File: src/rtl/cpwm_pkg.sv
package cpwm_pkg;
   // One half-bridge drive pair.
   typedef struct packed {
      logic hi;
      logic lo;
   } pair_t;
endpackage

File: src/rtl/cpwm_sync.sv
module cpwm_sync #(
   parameter int STAGES = 2
) (
   input  logic clk,
   input  logic rst_n,
   input  logic d,
   output logic q
);
   logic [STAGES-1:0] sh;

   always_ff @(posedge clk or negedge rst_n) begin
      if (!rst_n) sh <= '0;
      else        sh <= {sh[STAGES-2:0], d};
   end

   assign q = sh[STAGES-1];
endmodule

File: src/rtl/cpwm_dt_lane.sv
module cpwm_dt_lane #(
   parameter int DT_W = 8
) (
   input  logic             clk,
   input  logic             rst_n,
   input  logic             ref_in,
   input  logic [DT_W-1:0]  dead,
   output cpwm_pkg::pair_t  drv
);
   logic            ref_q;
   logic [DT_W-1:0] hold;
   logic            settled;

   // Every reference edge reloads the gap counter; a new edge during the
   // gap restarts it, which swallows pulses no longer than the gap.
   always_ff @(posedge clk or negedge rst_n) begin
      if (!rst_n) begin
         ref_q <= 1'b0;
         hold  <= '0;
      end else if (ref_in != ref_q) begin
         ref_q <= ref_in;
         hold  <= dead;
      end else if (hold != '0) begin
         hold  <= hold - 1'b1;
      end
   end

   assign settled = (hold == '0);

   always_comb begin
      drv.hi = ref_q  & settled;
      drv.lo = ~ref_q & settled;
   end
endmodule

File: src/rtl/cpwm_brk_ctrl.sv
module cpwm_brk_ctrl (
   input  logic clk,
   input  logic rst_n,
   input  logic brk_sync,
   input  logic clk_fail,
   input  logic en_set,
   input  logic flag_clr,
   output logic out_en,
   output logic flag
);
   logic trip;

   assign trip = brk_sync | clk_fail;

   // A break cause always wins over a set or clear request.
   always_ff @(posedge clk or negedge rst_n) begin
      if (!rst_n) begin
         out_en <= 1'b0;
         flag   <= 1'b0;
      end else begin
         if (trip)        out_en <= 1'b0;
         else if (en_set) out_en <= 1'b1;
         if (trip)          flag <= 1'b1;
         else if (flag_clr) flag <= 1'b0;
      end
   end
endmodule

File: src/rtl/cpwm_deadband.sv
module cpwm_deadband #(
   parameter int NUM_PAIRS   = 3,
   parameter int DT_W        = 8,
   parameter int SYNC_STAGES = 2,
   parameter bit BRK_HIGH    = 1'b1
) (
   input  logic                 clk,
   input  logic                 rst_n,
   input  logic [NUM_PAIRS-1:0] ref_pwm,
   input  logic                 ref_aux,
   input  logic [DT_W-1:0]      dead_cycles,
   input  logic                 out_en_set,
   input  logic                 brk_in,
   input  logic                 clk_fail,
   input  logic                 brk_flag_clr,
   output logic [NUM_PAIRS-1:0] out_hi,
   output logic [NUM_PAIRS-1:0] out_lo,
   output logic                 out_aux,
   output logic                 brk_flag
);
   if (NUM_PAIRS < 1) begin : g_bad_pairs
      $error("NUM_PAIRS must be at least 1");
   end
   if (DT_W < 1) begin : g_bad_dtw
      $error("DT_W must be at least 1");
   end
   if (SYNC_STAGES < 2) begin : g_bad_sync
      $error("SYNC_STAGES must be at least 2");
   end

   logic brk_lvl;
   logic brk_sync;
   logic out_en;
   logic gate;

   if (BRK_HIGH) begin : g_brk_hi
      assign brk_lvl = brk_in;
   end else begin : g_brk_lo
      assign brk_lvl = ~brk_in;
   end

   cpwm_sync #(.STAGES(SYNC_STAGES)) u_sync (
      .clk   (clk),
      .rst_n (rst_n),
      .d     (brk_lvl),
      .q     (brk_sync)
   );

   cpwm_brk_ctrl u_ctrl (
      .clk      (clk),
      .rst_n    (rst_n),
      .brk_sync (brk_sync),
      .clk_fail (clk_fail),
      .en_set   (out_en_set),
      .flag_clr (brk_flag_clr),
      .out_en   (out_en),
      .flag     (brk_flag)
   );

   // The raw break level acts on the outputs without any clock.
   assign gate = out_en & ~brk_lvl & ~clk_fail;

   for (genvar i = 0; i < NUM_PAIRS; i++) begin : g_lane
      cpwm_pkg::pair_t drv;
      cpwm_dt_lane #(.DT_W(DT_W)) u_lane (
         .clk    (clk),
         .rst_n  (rst_n),
         .ref_in (ref_pwm[i]),
         .dead   (dead_cycles),
         .drv    (drv)
      );
      assign out_hi[i] = drv.hi & gate;
      assign out_lo[i] = drv.lo & gate;
   end

   assign out_aux = ref_aux & gate;
endmodule

File: config.mk
export PLATFORM = sky130hd
export DESIGN_NAME = cpwm_deadband
export DESIGN_NICKNAME = d
export VERILOG_FILES = /design/src/rtl/cpwm_pkg.sv /design/src/rtl/cpwm_sync.sv /design/src/rtl/cpwm_dt_lane.sv /design/src/rtl/cpwm_brk_ctrl.sv /design/src/rtl/cpwm_deadband.sv
export SDC_FILE = /design/constraint.sdc
export NUM_CORES = 1
export LEC_CHECK = 0
export BUFFER_PORTS_ARGS = -buffer_cell sky130_fd_sc_hd__buf_2
export CELL_PAD_IN_SITES_DETAIL_PLACEMENT = 0
export CELL_PAD_IN_SITES_GLOBAL_PLACEMENT = 1
export CORE_UTILIZATION = 40
export DETAILED_ROUTE_END_ITERATION = 12
export PLACE_DENSITY = 0.73
export SKIP_CTS_REPAIR_TIMING = 1
export SLEW_MARGIN = 20
export SYNTH_ARGS = -nofsm -noshare
export SYNTH_HDL_FRONTEND = slang
export SYNTH_SLANG_ARGS = --single-unit
File: constraint.sdc
create_clock -name clk -period 4.95 [get_ports clk]
set_input_delay 0.2475 -clock clk [delete_from_list [all_inputs] [get_ports clk]]
set_output_delay 0.2475 -clock clk [all_outputs]
set_load 0.05 [all_outputs]
==> reports/results.ini <==
[status]
status = completed

[floorplanning]
start_util = 0.4147
row_count = 24
die-area_um2 = 4787
dieWidth_um = 69.19
dieHeight_um = 69.19
ios = 26
core_area_um2 = 4354

[placement]
place_congestion = 0.9103
dp_hpwl_um = 3327
portBuffers = 25
pre_cts_ws_ps = 2648
place_inst = 264

[timing]
skew_ps = 1.444
setup_violations = 0
setup_tns_ps = 0
timing.final.max_slew_violations = 0
timing.final.hold_violations = 0
tightest_slew_ps = 817.4
fin_crit_ps = 2613
post-route-period-util = 0.5279
timing.final.ws_setup_ps = 2337
clock.fmax_mhz = 382.7
rsz0062_at_grt = no
timing.slew.headroom = 0.4532

[drt]
ant_nets = 0
drtPass1Iterations = 5
wl_per_cell_um = 16.73
vias = 1580
drc = 0
routed_wl_um = 4551
drtIter0Drc = 88
vias_per_cell = 5.809

[power_and_ir_drop]
swShare = 0.3454
p_per_area_nw_per_um2 = 391.3
intPower_uw = 528.1
p_leak_nw = 0.8715
power.switching_uw = 278.7
pwr-share-clk = 0.266
seqPwrFrac = 0.464
max-vdd-ir-drop_uv = 197.0
p_comb_frac = 0.271

[final_layout]
syn_to_final_growth_pct = 14.21
nets = 243
num_antenna_cells = 0
fin_util = 0.4736
fin_cells = 272
final_common_cell = dfrtp_1
final_cell_mix = dfrtp_1 (31), buf_2 (25), nand2_1 (21)
layout-drive-gt1-share = 0.1773

[clocking]
cts.sinks = 31
clk_path_buf_depth = 2
cts_buffers = 5
clk_latency_ps = 270
cts_max_level = 2
path_clk_slew_ps = 60
cts_tree = yes
cts.root.buffer_cell = clkbuf_8

[critical_path]
worst_ep_arrival_time_ps = 2370
endpoint_kind = output port
crit_path_start_kind = flip-flop
critical_path_required_ps = 4700
crit_type = flip-flop to output port
crit_fanout = 6
rrSetupSlack_ps = 2970

[min_path]
hp-class = input port to async pin

[yosys]
synthXorXnorAreaFrac = 0.07277
yosysTopAreaCellShare = 0.4297
synth_top_family_by_area = simple AND/OR/NAND/NOR gates
synth_cell_type_count = 33
yosys.area.top_type = dfrtp_1
async_flop_share = 1.000
ys_top_cells_by_area = dfrtp_1 (43%), xnor2_1 (5.8%), o31ai_1 (5.4%)
synth_compound_area_frac = 0.1511
seq_area_frac_synth = 0.4297
yosysWarnings = 0
muxShareOfSynthArea = 0
syn-cell-area_um2 = 1805
synth-main-ff-cell = dfrtp_1
synthAdderAreaFrac = 0.04158
synth_simple_gate_area_frac = 0.2675
synthCells = 196
ys_ff_latch = 31
synth_edf_count = 0
syn_nets = 220
avgSynthCellArea_um2 = 9.212

[grt]
antenna_found_initial = 0
gr-total-overflow = 0
grt_pass1_vias = 1647
grt_usage = 0.2072
grt_pass1_wl_um = 7859
grt_max_degree = 32

[flow_run]
cap_violations = 0

## stage by stage
stage / cell area [um2] / hold slack [ps] / power (mW)
floorplan: 1805 / -48.09 / 0.5276
global route: 2062 / 81.21 / 0.8643
global placement: 1962 / 336.6 / 0.5808
CTS: 2062 / 52.29 / 0.8120
detailed placement: 1962 / 338.0 / 0.5919
finish: 2062 / 30.30 / 0.8068
## state kept, by name, summed over array words and instances (netlist names)
name	count
g_lane.u_lane.hold	24
g_lane.u_lane.ref_q	3
u_sync.sh	2
u_ctrl.flag	1
u_ctrl.out_en	1
## kinds of logic after synthesis
group,Yosys count
adder cells (fa/ha/maj),6
AO/OA/AOI/OAI,38
XOR/XNOR,15
flip-flops,31
AND/OR/NAND/NOR,88
buffers and inverters,18
## power by group through the flow
stage / combinational (mW) / clock (mW) / sequential (mW)
after floorplan: 0.179 / 0 / 0.349
after global placement: 0.208 / 0 / 0.372
after detailed placement: 0.217 / 0 / 0.375
after CTS: 0.218 / 0.222 / 0.372
after global routing: 0.247 / 0.234 / 0.384
final: 0.218 / 0.214 / 0.374
## final timing paths
check	start	end	cells after the start
worst min-delay path	rst_n	g_lane[0].u_lane.hold[5]	1
worst min register to register	u_sync.sh[0]	u_sync.sh[1]	0
worst max-delay path	g_lane[0].u_lane.hold[0]	out_hi[0]	6
min in group clk	brk_in	u_sync.sh[0]	1
worst max register to register	g_lane[0].u_lane.hold[0]	g_lane[0].u_lane.hold[1]	5
max in group asynchronous	rst_n	g_lane[1].u_lane.hold[6]	1
## routing by layer
layer,wire [um],vias up,GRT usage
met5,0,-,0
li1,-,772,-
met1,2040,760,0.2653
met2,2216,38,0.3344
met3,185,10,0.04797
met4,108,0,0.09070
## Yosys cell counts (6+ instances only)
master    instances
nand4_1           6
nor3_1           12
o31ai_1          13
dfrtp_1          31
xnor2_1          12
nand2_1          21
and3_1            6
clkbuf_1          9
nor2_1           13
inv_1             9
ha_1              6
nor3b_1           7
## area by class of cell
type / instances / area (um2)
Inverter: 9 / 33.78
Tap cell: 52 / 65.06
Fill cell: 408 / 2292
Sequential cell: 31 / 775.7
Timing Repair Buffer: 25 / 125.1
Multi-Input combinational cell: 147 / 962.2
Clock buffer: 8 / 100.1
## critical path: stages, from the launching register on
cell and delay (ps):
dfrtp_1 450, inv_1 130, ha_1 220, or3b_2 500, nor2_1 330, and3_1 210
buf_2 260
(Power assumes the default switching activity.)
